## config.mk

```make
export PLATFORM = sky130hd
export DESIGN_NAME = busrec_seq
export DESIGN_NICKNAME = d
export VERILOG_FILES = /design/src/rtl/busrec_pkg.sv /design/src/rtl/busrec_plan.sv /design/src/rtl/busrec_step.sv /design/src/rtl/busrec_pins.sv /design/src/rtl/busrec_seq.sv
export SDC_FILE = /design/constraint.sdc
export NUM_CORES = 1
export LEC_CHECK = 0
export CAP_MARGIN = 40
export CORE_ASPECT_RATIO = 1.5
export CORE_MARGIN = 1
export CORE_UTILIZATION = 31
export DETAILED_ROUTE_END_ITERATION = 12
export DONT_BUFFER_PORTS = 1
export GPL_TIMING_DRIVEN = 0
export SKIP_CTS_REPAIR_TIMING = 1
export SLEW_MARGIN = 20
export SYNTH_ARGS = -nofsm -noshare
export SYNTH_HDL_FRONTEND = slang
export SYNTH_SLANG_ARGS = --single-unit
```

## constraint.sdc

```tcl
create_clock -name clk -period 2.8 [get_ports clk]
set_clock_uncertainty 0.1 [all_clocks]
set_input_delay 0.14 -clock clk [delete_from_list [all_inputs] [get_ports clk]]
set_output_delay 0.14 -clock clk [all_outputs]
set_load 0.005 [all_outputs]
```

## src/rtl/busrec_pkg.sv

```systemverilog
package busrec_pkg;

  typedef enum logic [1:0] {
    MODE_CLK_FIRST  = 2'b00,
    MODE_SANDWICH   = 2'b01,
    MODE_START_ONLY = 2'b10,
    MODE_ALIAS      = 2'b11
  } rec_mode_e;

  typedef enum logic {
    EL_CLK   = 1'b0,
    EL_START = 1'b1
  } elem_e;

  localparam int SEG_W = 2;

endpackage

```

## src/rtl/busrec_plan.sv

```systemverilog
module busrec_plan
  import busrec_pkg::*;
#(
  parameter int A_CLKS   = 14,
  parameter int A_STARTS = 2,
  parameter int B_CLKS   = 9,
  parameter int C_STARTS = 9,
  parameter int CW       = 5
) (
  input  logic [1:0]       mode_i,
  input  logic [SEG_W-1:0] seg_i,
  output elem_e            kind_o,
  output logic [CW-1:0]    count_o,
  output logic             last_o
);

  localparam logic [CW-1:0] N_A_CLK   = CW'(A_CLKS);
  localparam logic [CW-1:0] N_A_START = CW'(A_STARTS);
  localparam logic [CW-1:0] N_B_CLK   = CW'(B_CLKS);
  localparam logic [CW-1:0] N_C_START = CW'(C_STARTS);
  localparam logic [CW-1:0] N_ONE     = CW'(1);

  rec_mode_e mode;
  assign mode = rec_mode_e'(mode_i);

  always_comb begin
    kind_o  = EL_START;
    count_o = N_ONE;
    last_o  = 1'b1;
    unique case (mode)
      MODE_SANDWICH: begin
        unique case (seg_i)
          2'd0: begin kind_o = EL_START; count_o = N_ONE;   last_o = 1'b0; end
          2'd1: begin kind_o = EL_CLK;   count_o = N_B_CLK; last_o = 1'b0; end
          default: begin kind_o = EL_START; count_o = N_ONE; last_o = 1'b1; end
        endcase
      end
      MODE_START_ONLY: begin
        kind_o  = EL_START;
        count_o = N_C_START;
        last_o  = 1'b1;
      end
      default: begin
        if (seg_i == '0) begin
          kind_o = EL_CLK;   count_o = N_A_CLK;   last_o = 1'b0;
        end else begin
          kind_o = EL_START; count_o = N_A_START; last_o = 1'b1;
        end
      end
    endcase
  end

endmodule

```

## src/rtl/busrec_step.sv

```systemverilog
module busrec_step
  import busrec_pkg::*;
#(
  parameter int CW = 5
) (
  input  logic             clk,
  input  logic             rst_n,
  input  logic             start_i,
  input  logic [1:0]       mode_i,
  input  logic             tick_i,
  input  logic [CW-1:0]    count_i,
  input  logic             last_i,
  output logic [1:0]       eff_mode_o,
  output logic [SEG_W-1:0] seg_o,
  output logic             ph_o,
  output logic             busy_o,
  output logic             done_o
);

  localparam logic [CW-1:0] ONE = CW'(1);

  logic             busy_q, busy_d;
  logic             done_q, done_d;
  logic [1:0]       mode_q, mode_d;
  logic [SEG_W-1:0] seg_q, seg_d;
  logic [CW-1:0]    cnt_q, cnt_d;
  logic             ph_q, ph_d;
  logic             elem_end;

  assign elem_end = (cnt_q == (count_i - ONE));

  always_comb begin
    busy_d = busy_q;
    done_d = 1'b0;
    mode_d = mode_q;
    seg_d  = seg_q;
    cnt_d  = cnt_q;
    ph_d   = ph_q;
    if (!busy_q) begin
      if (start_i) begin
        busy_d = 1'b1;
        mode_d = mode_i;
        seg_d  = '0;
        cnt_d  = '0;
        ph_d   = 1'b0;
      end
    end else if (tick_i) begin
      if (!ph_q) begin
        ph_d = 1'b1;
      end else begin
        ph_d = 1'b0;
        if (elem_end) begin
          cnt_d = '0;
          if (last_i) begin
            busy_d = 1'b0;
            done_d = 1'b1;
          end else begin
            seg_d = seg_q + 1'b1;
          end
        end else begin
          cnt_d = cnt_q + ONE;
        end
      end
    end
  end

  always_ff @(posedge clk or negedge rst_n) begin
    if (!rst_n) begin
      busy_q <= 1'b0;
      done_q <= 1'b0;
      mode_q <= '0;
      seg_q  <= '0;
      cnt_q  <= '0;
      ph_q   <= 1'b0;
    end else begin
      busy_q <= busy_d;
      done_q <= done_d;
      mode_q <= mode_d;
      seg_q  <= seg_d;
      cnt_q  <= cnt_d;
      ph_q   <= ph_d;
    end
  end

  assign eff_mode_o = busy_q ? mode_q : mode_i;
  assign seg_o      = seg_q;
  assign ph_o       = ph_q;
  assign busy_o     = busy_q;
  assign done_o     = done_q;

  p_done_single_r8: assert property (@(posedge clk) disable iff (!rst_n)
    done_q |=> !done_q);

  p_busy_fall_done_r8: assert property (@(posedge clk) disable iff (!rst_n)
    $fell(busy_q) |-> done_q);

  p_start_ignored_r10: assert property (@(posedge clk) disable iff (!rst_n)
    (busy_q && start_i && !tick_i) |=> (busy_q && $stable(mode_q) && $stable(seg_q)
                                          && $stable(cnt_q) && $stable(ph_q)));

  p_no_tick_hold_r11: assert property (@(posedge clk) disable iff (!rst_n)
    (busy_q && !tick_i) |=> (ph_q == $past(ph_q)) && (seg_q == $past(seg_q))
                            && (cnt_q == $past(cnt_q)) && busy_q);

endmodule

```

## src/rtl/busrec_pins.sv

```systemverilog
module busrec_pins
  import busrec_pkg::*;
(
  input  logic  clk,
  input  logic  rst_n,
  input  logic  busy_i,
  input  logic  done_i,
  input  elem_e kind_i,
  input  logic  ph_i,
  output logic  scl_oe_o,
  output logic  sda_oe_o
);

  logic park_q, park_d;

  always_comb begin
    park_d = park_q;
    if (done_i)      park_d = 1'b1;
    else if (busy_i) park_d = 1'b0;
  end

  always_ff @(posedge clk or negedge rst_n) begin
    if (!rst_n) park_q <= 1'b0;
    else        park_q <= park_d;
  end

  // low phase of a dummy clock pulls SCL; second phase of a START pulls SDA
  assign scl_oe_o = busy_i && (kind_i == EL_CLK) && !ph_i;
  assign sda_oe_o = busy_i ? ((kind_i == EL_START) && ph_i) : (park_q || done_i);

  p_sda_free_in_clk_r6: assert property (@(posedge clk) disable iff (!rst_n)
    scl_oe_o |-> (!sda_oe_o && busy_i));

  p_park_at_done_r9: assert property (@(posedge clk) disable iff (!rst_n)
    done_i |-> (sda_oe_o && !scl_oe_o));

  p_park_kept_r9: assert property (@(posedge clk) disable iff (!rst_n)
    ($past(sda_oe_o) && !$past(busy_i) && !busy_i) |-> (sda_oe_o && !scl_oe_o));

endmodule

```

## src/rtl/busrec_seq.sv

```systemverilog
module busrec_seq
  import busrec_pkg::*;
#(
  parameter int A_CLKS   = 14,
  parameter int A_STARTS = 2,
  parameter int B_CLKS   = 9,
  parameter int C_STARTS = 9
) (
  input  logic       clk,
  input  logic       rst_n,
  input  logic       start,
  input  logic [1:0] mode_sel,
  input  logic       tick,
  output logic       scl_oe,
  output logic       sda_oe,
  output logic       busy,
  output logic       done
);

  localparam int MAX_AB = (A_CLKS > B_CLKS) ? A_CLKS : B_CLKS;
  localparam int MAX_SC = (C_STARTS > A_STARTS) ? C_STARTS : A_STARTS;
  localparam int MAX_N  = (MAX_AB > MAX_SC) ? MAX_AB : MAX_SC;
  localparam int CW     = $clog2(MAX_N + 1);

  logic [1:0]       rst_sync_q;
  logic             rst_s_n;
  logic [1:0]       eff_mode;
  logic [SEG_W-1:0] seg;
  logic             ph;
  elem_e            kind;
  logic [CW-1:0]    count;
  logic             last;

  always_ff @(posedge clk or negedge rst_n) begin
    if (!rst_n) rst_sync_q <= 2'b00;
    else        rst_sync_q <= {rst_sync_q[0], 1'b1};
  end
  assign rst_s_n = rst_sync_q[1];

  busrec_step #(.CW(CW)) u_step (
    .clk        (clk),
    .rst_n      (rst_s_n),
    .start_i    (start),
    .mode_i     (mode_sel),
    .tick_i     (tick),
    .count_i    (count),
    .last_i     (last),
    .eff_mode_o (eff_mode),
    .seg_o      (seg),
    .ph_o       (ph),
    .busy_o     (busy),
    .done_o     (done)
  );

  busrec_plan #(
    .A_CLKS   (A_CLKS),
    .A_STARTS (A_STARTS),
    .B_CLKS   (B_CLKS),
    .C_STARTS (C_STARTS),
    .CW       (CW)
  ) u_plan (
    .mode_i  (eff_mode),
    .seg_i   (seg),
    .kind_o  (kind),
    .count_o (count),
    .last_o  (last)
  );

  busrec_pins u_pins (
    .clk      (clk),
    .rst_n    (rst_s_n),
    .busy_i   (busy),
    .done_i   (done),
    .kind_i   (kind),
    .ph_i     (ph),
    .scl_oe_o (scl_oe),
    .sda_oe_o (sda_oe)
  );

endmodule

```

# Yosys cells after proc, flatten, opt, wreduce, memory -nomap -nowiden
# Cells that the tools add are included.
# Widths: inputs -> output; s select.
[word_totals] wordCells=72 output_inout_bits=4 input_bits=6 reg_bits=14
[op_classes] mux=38 n_addsub=3 n_reduce_logical=13 n_bitwise=2 eq_ne=8
[ops] cell="$mux 4" count=7
[ops] cell="$mux 1" count=21
[ops] cell="$mux 2" count=7
[ops] cell="$ne 2x2->1 const B" count=4
[ops] cell="$pmux 4 s2" count=1
[ops] cell="$reduce_and 5->1" count=1
[ops] cell="$add 4x1->4 const B" count=1
[ops] cell="$eq 2x1->1 const B" count=2
[ops] cell="$eq 4x4->1" count=1
[ops] cell="$pmux 1 s2" count=2
[ops] cell="$reduce_and 2->1" count=2
[ops] cell="$reduce_bool 2->1" count=2
[ops] cell="$sub 4x1->4 const B" count=1
[ops] cell="$logic_and 1x1->1" count=3
[ops] cell="$reduce_and 3->1" count=1
[ops] cell="$add 2x1->2 const B" count=1
[ops] cell="$eq 2x2->1 const B" count=1
[ops] cell="$logic_not 2->1" count=1
[ops] cell="$not 1->1" count=2
[ops] cell="$reduce_or 2->1" count=1
[ops] cell="$logic_not 1->1" count=1
[ops] cell="$logic_or 1x1->1" count=1

# Depth between registers and ports, before layout
# Gate-level depths: netlist of run 1.
[depth] depth_word=9 ltp_mapped=9 depth_no_buf=8

# Cells and area by module
# Synthesis of run 1 repeated with hierarchy kept, for this count alone.
[hier_totals] cells_unflattened=94 hier_area_um2=917.1
[modules_own_cells] module="busrec_step" area_each_um2=693.2 seq_area_each_um2=275.3 instances=1 cells_per_inst=70
[modules_own_cells] module="busrec_plan" area_each_um2=110.1 seq_area_each_um2=0.0 instances=1 cells_per_inst=14
[modules_own_cells] module="busrec_pins" area_each_um2=60.1 seq_area_each_um2=25.0 instances=1 cells_per_inst=7
[modules_own_cells] module="busrec_seq" area_each_um2=53.8 seq_area_each_um2=50.0 instances=1 cells_per_inst=3

# Least setup slack after synthesis of run 1
# OpenSTA, ideal clock, no wires.
[synth_path] path_type="reg-to-reg" from="register u_step.busy_q, in the netlist u_step.busy_o" to="register u_step.seg_q[0], in the netlist u_step.seg_o[0]" arrival_ns=2.251 setup_ns=0.124 path_stages_with_launch=10 t_required_ns=2.576 synth_period_minus_slack_ns=2.474 setup_slack_ns=0.326 path_buffers=1 path_cell_list="dfrtp_1 buf_2 mux2i_1 inv_1 ha_1 nor3_1 a31oi_1 nor4b_4 a211oi_1 a211o_1"
[synth_via] elab_chain_len=7 elab_cells_between_ends=14 classes_between="1 x add/sub; 7 x eq/ne; 4 x mux; 2 x reduce/logical"
[synth_rtl] element="start: declaration" line_no="busrec_step.sv:22" rtl="logic busy_q, busy_d;"
[synth_rtl] element="start signal: assignment" line_no="busrec_step.sv:76" rtl="busy_q <= busy_d;"
[synth_rtl] element="$mux 2" line_no="busrec_step.sv:85" rtl="assign eff_mode_o = busy_q ? mode_q : mode_i;"
[synth_rtl] element="$eq 2x2->1 or $eq 2x1->1 (tied branches)" line_no="busrec_plan.sv:30" rtl="unique case (mode)"
[synth_rtl] element="$pmux 4 s2" line_no="busrec_plan.sv:30"
[synth_rtl] element="$sub 4x1->4" line_no="busrec_step.sv:30" rtl="assign elem_end = (cnt_q == (count_i - ONE));"
[synth_rtl] element="$eq 4x4->1" line_no="busrec_step.sv:30"
[synth_rtl] element="$ne 2x2->1 (no line)"
[synth_rtl] element="$reduce_and 5->1 (no line)"
[synth_rtl] element="end signal: assignment" line_no="busrec_step.sv:79" rtl="seg_q <= seg_d;"
[synth_rtl] element="end: declaration" line_no="busrec_step.sv:25" rtl="logic [SEG_W-1:0] seg_q, seg_d;"
# Several ways; a longest one is shown, not always the timed one.
# A chain may end at the register's enable or synchronous reset.

# Worst setup path after layout of run 1
[layout_path] from="register u_step.busy_q, in the netlist u_step.busy_o" to="register u_step.cnt_q[2]"
[layout_via] elab_chain_len=9 elab_cells_between_ends=14 classes_between="1 x add/sub; 5 x eq/ne; 6 x mux; 2 x reduce/logical"
[layout_rtl] element="$mux 2" line_no="busrec_step.sv:85"
[layout_rtl] element="$eq 2x2->1 or $eq 2x1->1 (tied branches)" line_no="busrec_plan.sv:30"
[layout_rtl] element="$pmux 4 s2" line_no="busrec_plan.sv:30"
[layout_rtl] element="$sub 4x1->4" line_no="busrec_step.sv:30"
[layout_rtl] element="$eq 4x4->1" line_no="busrec_step.sv:30"
[layout_rtl] element="$mux 4" line_no="busrec_step.sv:52" rtl="if (elem_end) begin"
[layout_rtl] element="$mux 4" line_no="busrec_step.sv:48" rtl="if (!ph_q) begin"
[layout_rtl] element="$mux 4" line_no="busrec_step.sv:47" rtl="end else if (tick_i) begin"
[layout_rtl] element="$mux 4" line_no="busrec_step.sv:39" rtl="if (!busy_q) begin"
[layout_rtl] element="end signal: assignment" line_no="busrec_step.sv:80" rtl="cnt_q <= cnt_d;"
[layout_rtl] element="end: declaration" line_no="busrec_step.sv:26" rtl="logic [CW-1:0] cnt_q, cnt_d;"
# Several ways; a longest one is shown, not always the timed one. The select of a mux whose other input is x is not followed.

==> reports/results.ini, run 1 <==
[status]
status = finished, final reports clean

[sta]
slew_violations = 0
grt_setup_unrepaired = false
tightest_slew_ps = 627
setup_viol = 0
final_hold_viol_count = 0
finalSetupTns_ps = 0
period_needed_ps = 2620
final.period_utilization_pct = 93.6
max_slew_headroom_at_the_worst_pin_pct = 57.7
clock.fmax_mhz = 381

[power]
worst_vdd_drop_mv = 0.395
static-leakage-power_nw = 0.468
p_per_area_nw_per_um2 = 883

[setup_path]
critical_path.most_common_cell = sky130_fd_sc_hd__buf_4
critPathTopFamily = buffers and inverters
critical_path.max_fanout = 10
cp_data_arrival_time_ps = 2700
critical_path.max_stage_delay_ps = 400
category_of_the_critical_setup_timing_path = flop to flop
path_cells = buf_4 -> mux2i_2 -> inv_1 -> ha_2 -> nor2b_4 -> nor3_2 -> nor4b_4 -> buf_4 -> buf_4 -> nor4b_1 -> a211o_1
timing.critical_path.slowest_stage_cell = sky130_fd_sc_hd__dfrtp_1
endpoint_kind = flop
crit_required_ps = 2880
setup_crit_start_kind = flop
cp.buffers_inverters = 4

[global_routing]
antenna_violations_before_repair = 0
grt_first_pass_wirelength_um = 2820
grt_start_max_net_pins = 13
grt-ovfl-total = 0
grt.total_usage_pct = 13.5
first_global_vias = 706

[detailed_routing]
count_of_tritonroute_iterations_in_the_first_routing_pass = 4
post_route_met1_wirelength_um = 676
vias_per_cell = 5.44
detailroute.wirelength.met3_um = 27
drt-total-wl_um = 1690
detail_route.wl_per_cell_um = 14.0
postRouteAntennaNets = 0
vias = 658
drt_iter0_drc = 8
topRoutingLayerUsed = met4
drcViolationCount = 0
met2_length_um = 910

[finish]
n_antenna_cell = 0
flow.area_growth_from_synthesis_pct = 20.1
final_net_count = 109
post_route_cells_drive_above_1_share_pct = 17.5
layout.filler_cells = 254
regArea_um2 = 350
stdcell_area_um2 = 987
fin_util_pct = 39.8
multi_input_area_um2 = 454

[yosys]
async_flop_share_pct = 100
netlist_area_um2 = 822
synth.avg_cell_area_um2 = 9.67
synth_enable_flop_cells = 0
ys_ff_latch = 14
ys_seq_area_share_pct = 42.6
netlist_instances = 85
synth_cell_type_count = 33
count_of_yosys_warnings_during_synthesis = 0
ys.flop_type = sky130_fd_sc_hd__dfrtp_1
syn_nets = 96

[place]
gp_routability_congestion = 0.798
port_buffer_count = 0
hpwlAfterDp_um = 1290
dpl-instance-area_um2 = 852

[clock_network]
number_of_buffers_created_by_cts = 3
clk_root_buffer_cell = sky130_fd_sc_hd__clkbuf_4
cts.sink_count = 14
clk_pin_slew_worst_paths_ps = 90
clockBufferDepth = 2
later_pin_clock_latency_in_the_skew_report_ps = 280
cts_max_level = 1
cts_tree = yes

[floorplan]
floorplan.rows = 22
initial_utilization_pct = 33.2
die_height_um = 65.1
io_pins = 10
placeableCoreArea_um2 = 2480
dieArea_um2 = 2870
die-width_um = 44.0

[run]
total_of_max_cap_violations = 0

[hold_path]
min_path_type = input pin to flop

-- sequential cells by signal, indices dropped and copies added (netlist names) --
signal / cells
u_pins.park_q: 1
u_step.ph_o: 1
rst_sync_q: 2
u_step.cnt_q: 4
u_step.mode_q: 2
u_step.seg_o: 2
u_step.busy_o: 1
u_step.done_o: 1
-- layout make-up --
class	instances	area share, %
Buffer	1	0.760
Clock buffer	4	3.68
Inverter	9	3.42
Multi-Input combinational cell	61	46.0
Sequential cell	14	35.5
Tap cell	24	3.04
Timing Repair Buffer	8	7.60
-- cell families after synthesis --
logic type | after synthesis | share of synthesized area, %
XOR/XNOR | 2 | 2.13
flip-flops | 14 | 42.6
adder cells (fa/ha/maj) | 5 | 7.61
multiplexers | 4 | 5.17
buffers and inverters | 10 | 4.72
other | 1 | 0.456
AND/OR/NAND/NOR | 32 | 22.4
AO/OA/AOI/OAI | 17 | 14.9
-- layout by cell type, fill, tap and decap left out, types with 2 or more instances in the layout --
cell / instances
sky130_fd_sc_hd__nor2_1: 7
sky130_fd_sc_hd__dfrtp_1: 14
sky130_fd_sc_hd__dlygate4sd3_1: 6
sky130_fd_sc_hd__clkbuf_4: 3
sky130_fd_sc_hd__ha_1: 4
sky130_fd_sc_hd__nand3_1: 4
sky130_fd_sc_hd__mux2_2: 2
sky130_fd_sc_hd__inv_1: 8
sky130_fd_sc_hd__a211o_1: 3
sky130_fd_sc_hd__nor4b_1: 2
sky130_fd_sc_hd__xnor2_1: 2
sky130_fd_sc_hd__buf_4: 3
sky130_fd_sc_hd__o21ai_0: 2
sky130_fd_sc_hd__a21oi_1: 2
sky130_fd_sc_hd__nand2_1: 9
sky130_fd_sc_hd__o22ai_1: 2
-- where the power goes --
part | internal [mW] | switching [mW]
combinational | 0.205 | 0.205
sequential | 0.253 | 0.0638
clock | 0.0791 | 0.0659
total | 0.538 | 0.334
-- routing by layer --
layer	GRT usage, %	up-vias
met5	0	-
li1	-	327
met1	12.6	316
met3	1.67	6
met2	23.0	9
met4	14.4	0
-- worst paths after layout --
path | slack (ps) | depth (start not counted) | start | to
setup reg to reg | 180 | 11 | u_step.busy_o | u_step.cnt_q[2]
setup / recovery | 180 | 11 | u_step.busy_o | u_step.cnt_q[2]
min in group asynchronous | 90 | 0 | rst_sync_q[1] | u_step.seg_o[0]
hold / removal | 20 | 2 | start | u_step.mode_q[1]
max in group asynchronous | 1970 | 2 | rst_n | rst_sync_q[0]
hold reg to reg | 90 | 0 | rst_sync_q[1] | u_step.seg_o[0]
-- Yosys cell counts (2+ instances only) --
cell type                  instances  area share (%)
sky130_fd_sc_hd__nand2_1           9             4.1
sky130_fd_sc_hd__o21ai_0           2             1.2
sky130_fd_sc_hd__nor4b_1           2             2.1
sky130_fd_sc_hd__mux2i_1           2             2.4
sky130_fd_sc_hd__mux2_2            2             2.7
sky130_fd_sc_hd__nand3_1           4             2.4
sky130_fd_sc_hd__nor3_1            2             1.2
sky130_fd_sc_hd__ha_1              5             7.6
sky130_fd_sc_hd__nor2_1            7             3.2
sky130_fd_sc_hd__o22ai_1           2             1.5
sky130_fd_sc_hd__a211oi_1          2             1.8
sky130_fd_sc_hd__a211o_1           3             3.2
sky130_fd_sc_hd__dfrtp_1          14              43
sky130_fd_sc_hd__xnor2_1           2             2.1
sky130_fd_sc_hd__inv_1             8             3.7
sky130_fd_sc_hd__a21oi_1           2             1.2
-- per-stage QoR --
step           power [mW]  std cells  hold slack (ps)  setup slack [ps]
6_report            0.872        121             19.6               178
5_1_grt             0.950        121             17.9              21.3
4_1_cts             0.827        113             -565             -75.0
3_5_place_dp        0.678        109             -256             -68.2
3_3_place_gp        0.662        109             -256             -29.4
2_1_floorplan       0.602         85             -256               326
(Power assumes the default switching activity.)
==> run 2: changes to the inputs <==
- clock period: 2.8 -> 2.5 ns (I/O delays scaled with it)
==> run 2 against run 1 <==
Against the previous run: critical path depth unchanged; non-clock buffer count up 3; wire length is 4.2% higher; utilization rose by 3.8 points; clock-buffer cell count unchanged; hold slack got worse by 18 ps; worst setup slack worse by 140 ps; global-route usage unchanged.
==> reports/results.ini, run 2 (synthesis results as in run 1) <==
[detailed_routing]
count_of_tritonroute_iterations_in_the_first_routing_pass = 4
drt_iter0_drc = 3
postRouteAntennaNets = 0
post_route_met1_wirelength_um = 692
topRoutingLayerUsed = met4
vias_per_cell = 5.49
detail_route.wl_per_cell_um = 14.2
drcViolationCount = 0
met2_length_um = 964
vias = 681
detailroute.wirelength.met3_um = 28
drt-total-wl_um = 1760

[setup_path]
critPathTopFamily = simple AND/OR/NAND/NOR gates
endpoint_kind = flop
critical_path.max_stage_delay_ps = 420
crit_required_ps = 2580
setup_crit_start_kind = flop
path_cells = buf_6 -> mux2i_4 -> inv_2 -> ha_4 -> nor2b_4 -> nor3_4 -> nor4b_4 -> buf_4 -> buf_6 -> nor4b_1 -> a211o_1
cp_data_arrival_time_ps = 2540
cp-endpoint = u_step.cnt_q[2]
reg2reg_slack_ps = 40
worst-path-stages = 11
r2r_end = u_step.cnt_q[2]
critical_path.most_common_cell = sky130_fd_sc_hd__buf_6
ff2ff_path_depth = 11
cp.buffers_inverters = 4
r2r_start = u_step.busy_o
worst_setup_path_startpoint = u_step.busy_o
category_of_the_critical_setup_timing_path = flop to flop
critical_path.max_fanout = 7
timing.critical_path.slowest_stage_cell = sky130_fd_sc_hd__dfrtp_1

[clock_network]
clk_pin_slew_worst_paths_ps = 90
later_pin_clock_latency_in_the_skew_report_ps = 280
cts_max_level = 1
clk_root_buffer_cell = sky130_fd_sc_hd__clkbuf_4
cts_tree = yes
number_of_buffers_created_by_cts = 3
clockBufferDepth = 2
cts.sink_count = 14

[sta]
final_hold_viol_count = 0
setup_viol = 0
slew_violations = 0
finalWorstSetupSlack_ps = 38.1
clock.fmax_mhz = 406
final.period_utilization_pct = 98.5
max_slew_headroom_at_the_worst_pin_pct = 65.9
period_needed_ps = 2460
tightest_slew_ps = 512
grt_setup_unrepaired = true

[global_routing]
grt-ovfl-total = 0
grt.total_usage_pct = 13.5
first_global_vias = 706
antenna_violations_before_repair = 0
grt_start_max_net_pins = 13
grt_first_pass_wirelength_um = 2820

[finish]
final_net_count = 112
stdcell_area_um2 = 1080
final_cell_count_no_fill = 124
register_bank_with_the_most_flops = u_step.cnt_q
flow.area_growth_from_synthesis_pct = 31.5
fin_util_pct = 43.6
post_route_cells_drive_above_1_share_pct = 25.0
number_of_flip_flops_under_the_largest_register_name = 4
layout.cells.most_common_list = sky130_fd_sc_hd__dfrtp_1 (14), sky130_fd_sc_hd__nand2_1 (9), sky130_fd_sc_hd__inv_1 (7), sky130_fd_sc_hd__nor2_1 (7), sky130_fd_sc_hd__dlygate4sd3_1 (6)
n_antenna_cell = 0
mostFrequentLayoutCell = sky130_fd_sc_hd__dfrtp_1

[place]
dpl_worst_slack_ps = -368
gp_routability_congestion = 0.798
dpl-instance-area_um2 = 852
port_buffer_count = 0
placed_cells = 109
hpwlAfterDp_um = 1290

[floorplan]
floorplan.rows = 22
initial_utilization_pct = 33.2
placeableCoreArea_um2 = 2480
die_height_um = 65.1
dieArea_um2 = 2870
die-width_um = 44.0
io_pins = 10

[power]
worst_vdd_drop_mv = 0.462
p_per_area_nw_per_um2 = 1010
p_int_uw = 663
pwr-share-comb_pct = 51.4
power_switching_uw = 426
static-leakage-power_nw = 0.485
clock_power_share_pct = 15.0
power.switching_fraction_pct = 39.2
power.sequential.fraction_pct = 33.6

[status]
status = finished, final reports clean

[hold_path]
min_path_type = input pin to flop

[run]
total_of_max_cap_violations = 0

[run 2: area by class of cell]
class                           count  area (um2)
Inverter                            9        33.8
Buffer                              1        11.3
Sequential cell                    14         350
Timing Repair Buffer               11         101
Tap cell                           24        30.0
Multi-Input combinational cell     61         518
Fill cell                         251        1400
Clock buffer                        4        36.3
[run 2: through the flow]
step | hold slack [ps] | TNS (ps) | total power, mW
after global routing | 2.92 | -256 | 1.18
after floorplan | -271 | 0 | 0.675
after detailed placement | -271 | -2050 | 0.760
after global placement | -271 | -1650 | 0.741
after CTS | -580 | -2140 | 0.926
final | 1.89 | 0 | 1.09
[run 2: how the worst min path moves through the flow]
stage,start,to,slack [ps],depth (start not counted)
global route,start,u_step.mode_q[0],3,2
finish,start,u_step.mode_q[1],2,2
detailed placement,rst_n,rst_sync_q[0],-270,0
CTS,rst_n,rst_sync_q[0],-580,0
global placement,rst_n,rst_sync_q[0],-270,0
floorplan,rst_n,rst_sync_q[0],-270,0
[run 2: worst reg2reg max path, delay by kind of cell (launching register included)]
| family | cells | cell delay [ps] |
|---|---|---|
| and+or+nand+nor | 4 | 560 |
| DFF | 1 | 420 |
| AOI/OAI and AO/OA | 1 | 220 |
| muxes | 1 | 240 |
| buffers and inverters | 4 | 520 |
| adders and majority gates | 1 | 310 |
[run 2: power by group through the flow]
stage | clock network (mW) | logic [mW] | registers, mW
2_1_floorplan | 0 | 0.333 | 0.341
3_5_place_dp | 0 | 0.401 | 0.359
6_report | 0.163 | 0.560 | 0.366
4_1_cts | 0.169 | 0.402 | 0.354
3_3_place_gp | 0 | 0.387 | 0.355
5_1_grt | 0.179 | 0.628 | 0.376
[run 2: layer usage]
metal,GRT usage (%),vias to the layer above
met4,14.4,0
met5,0,-
li1,-,332
met1,12.6,334
met2,23.0,9
met3,1.67,6
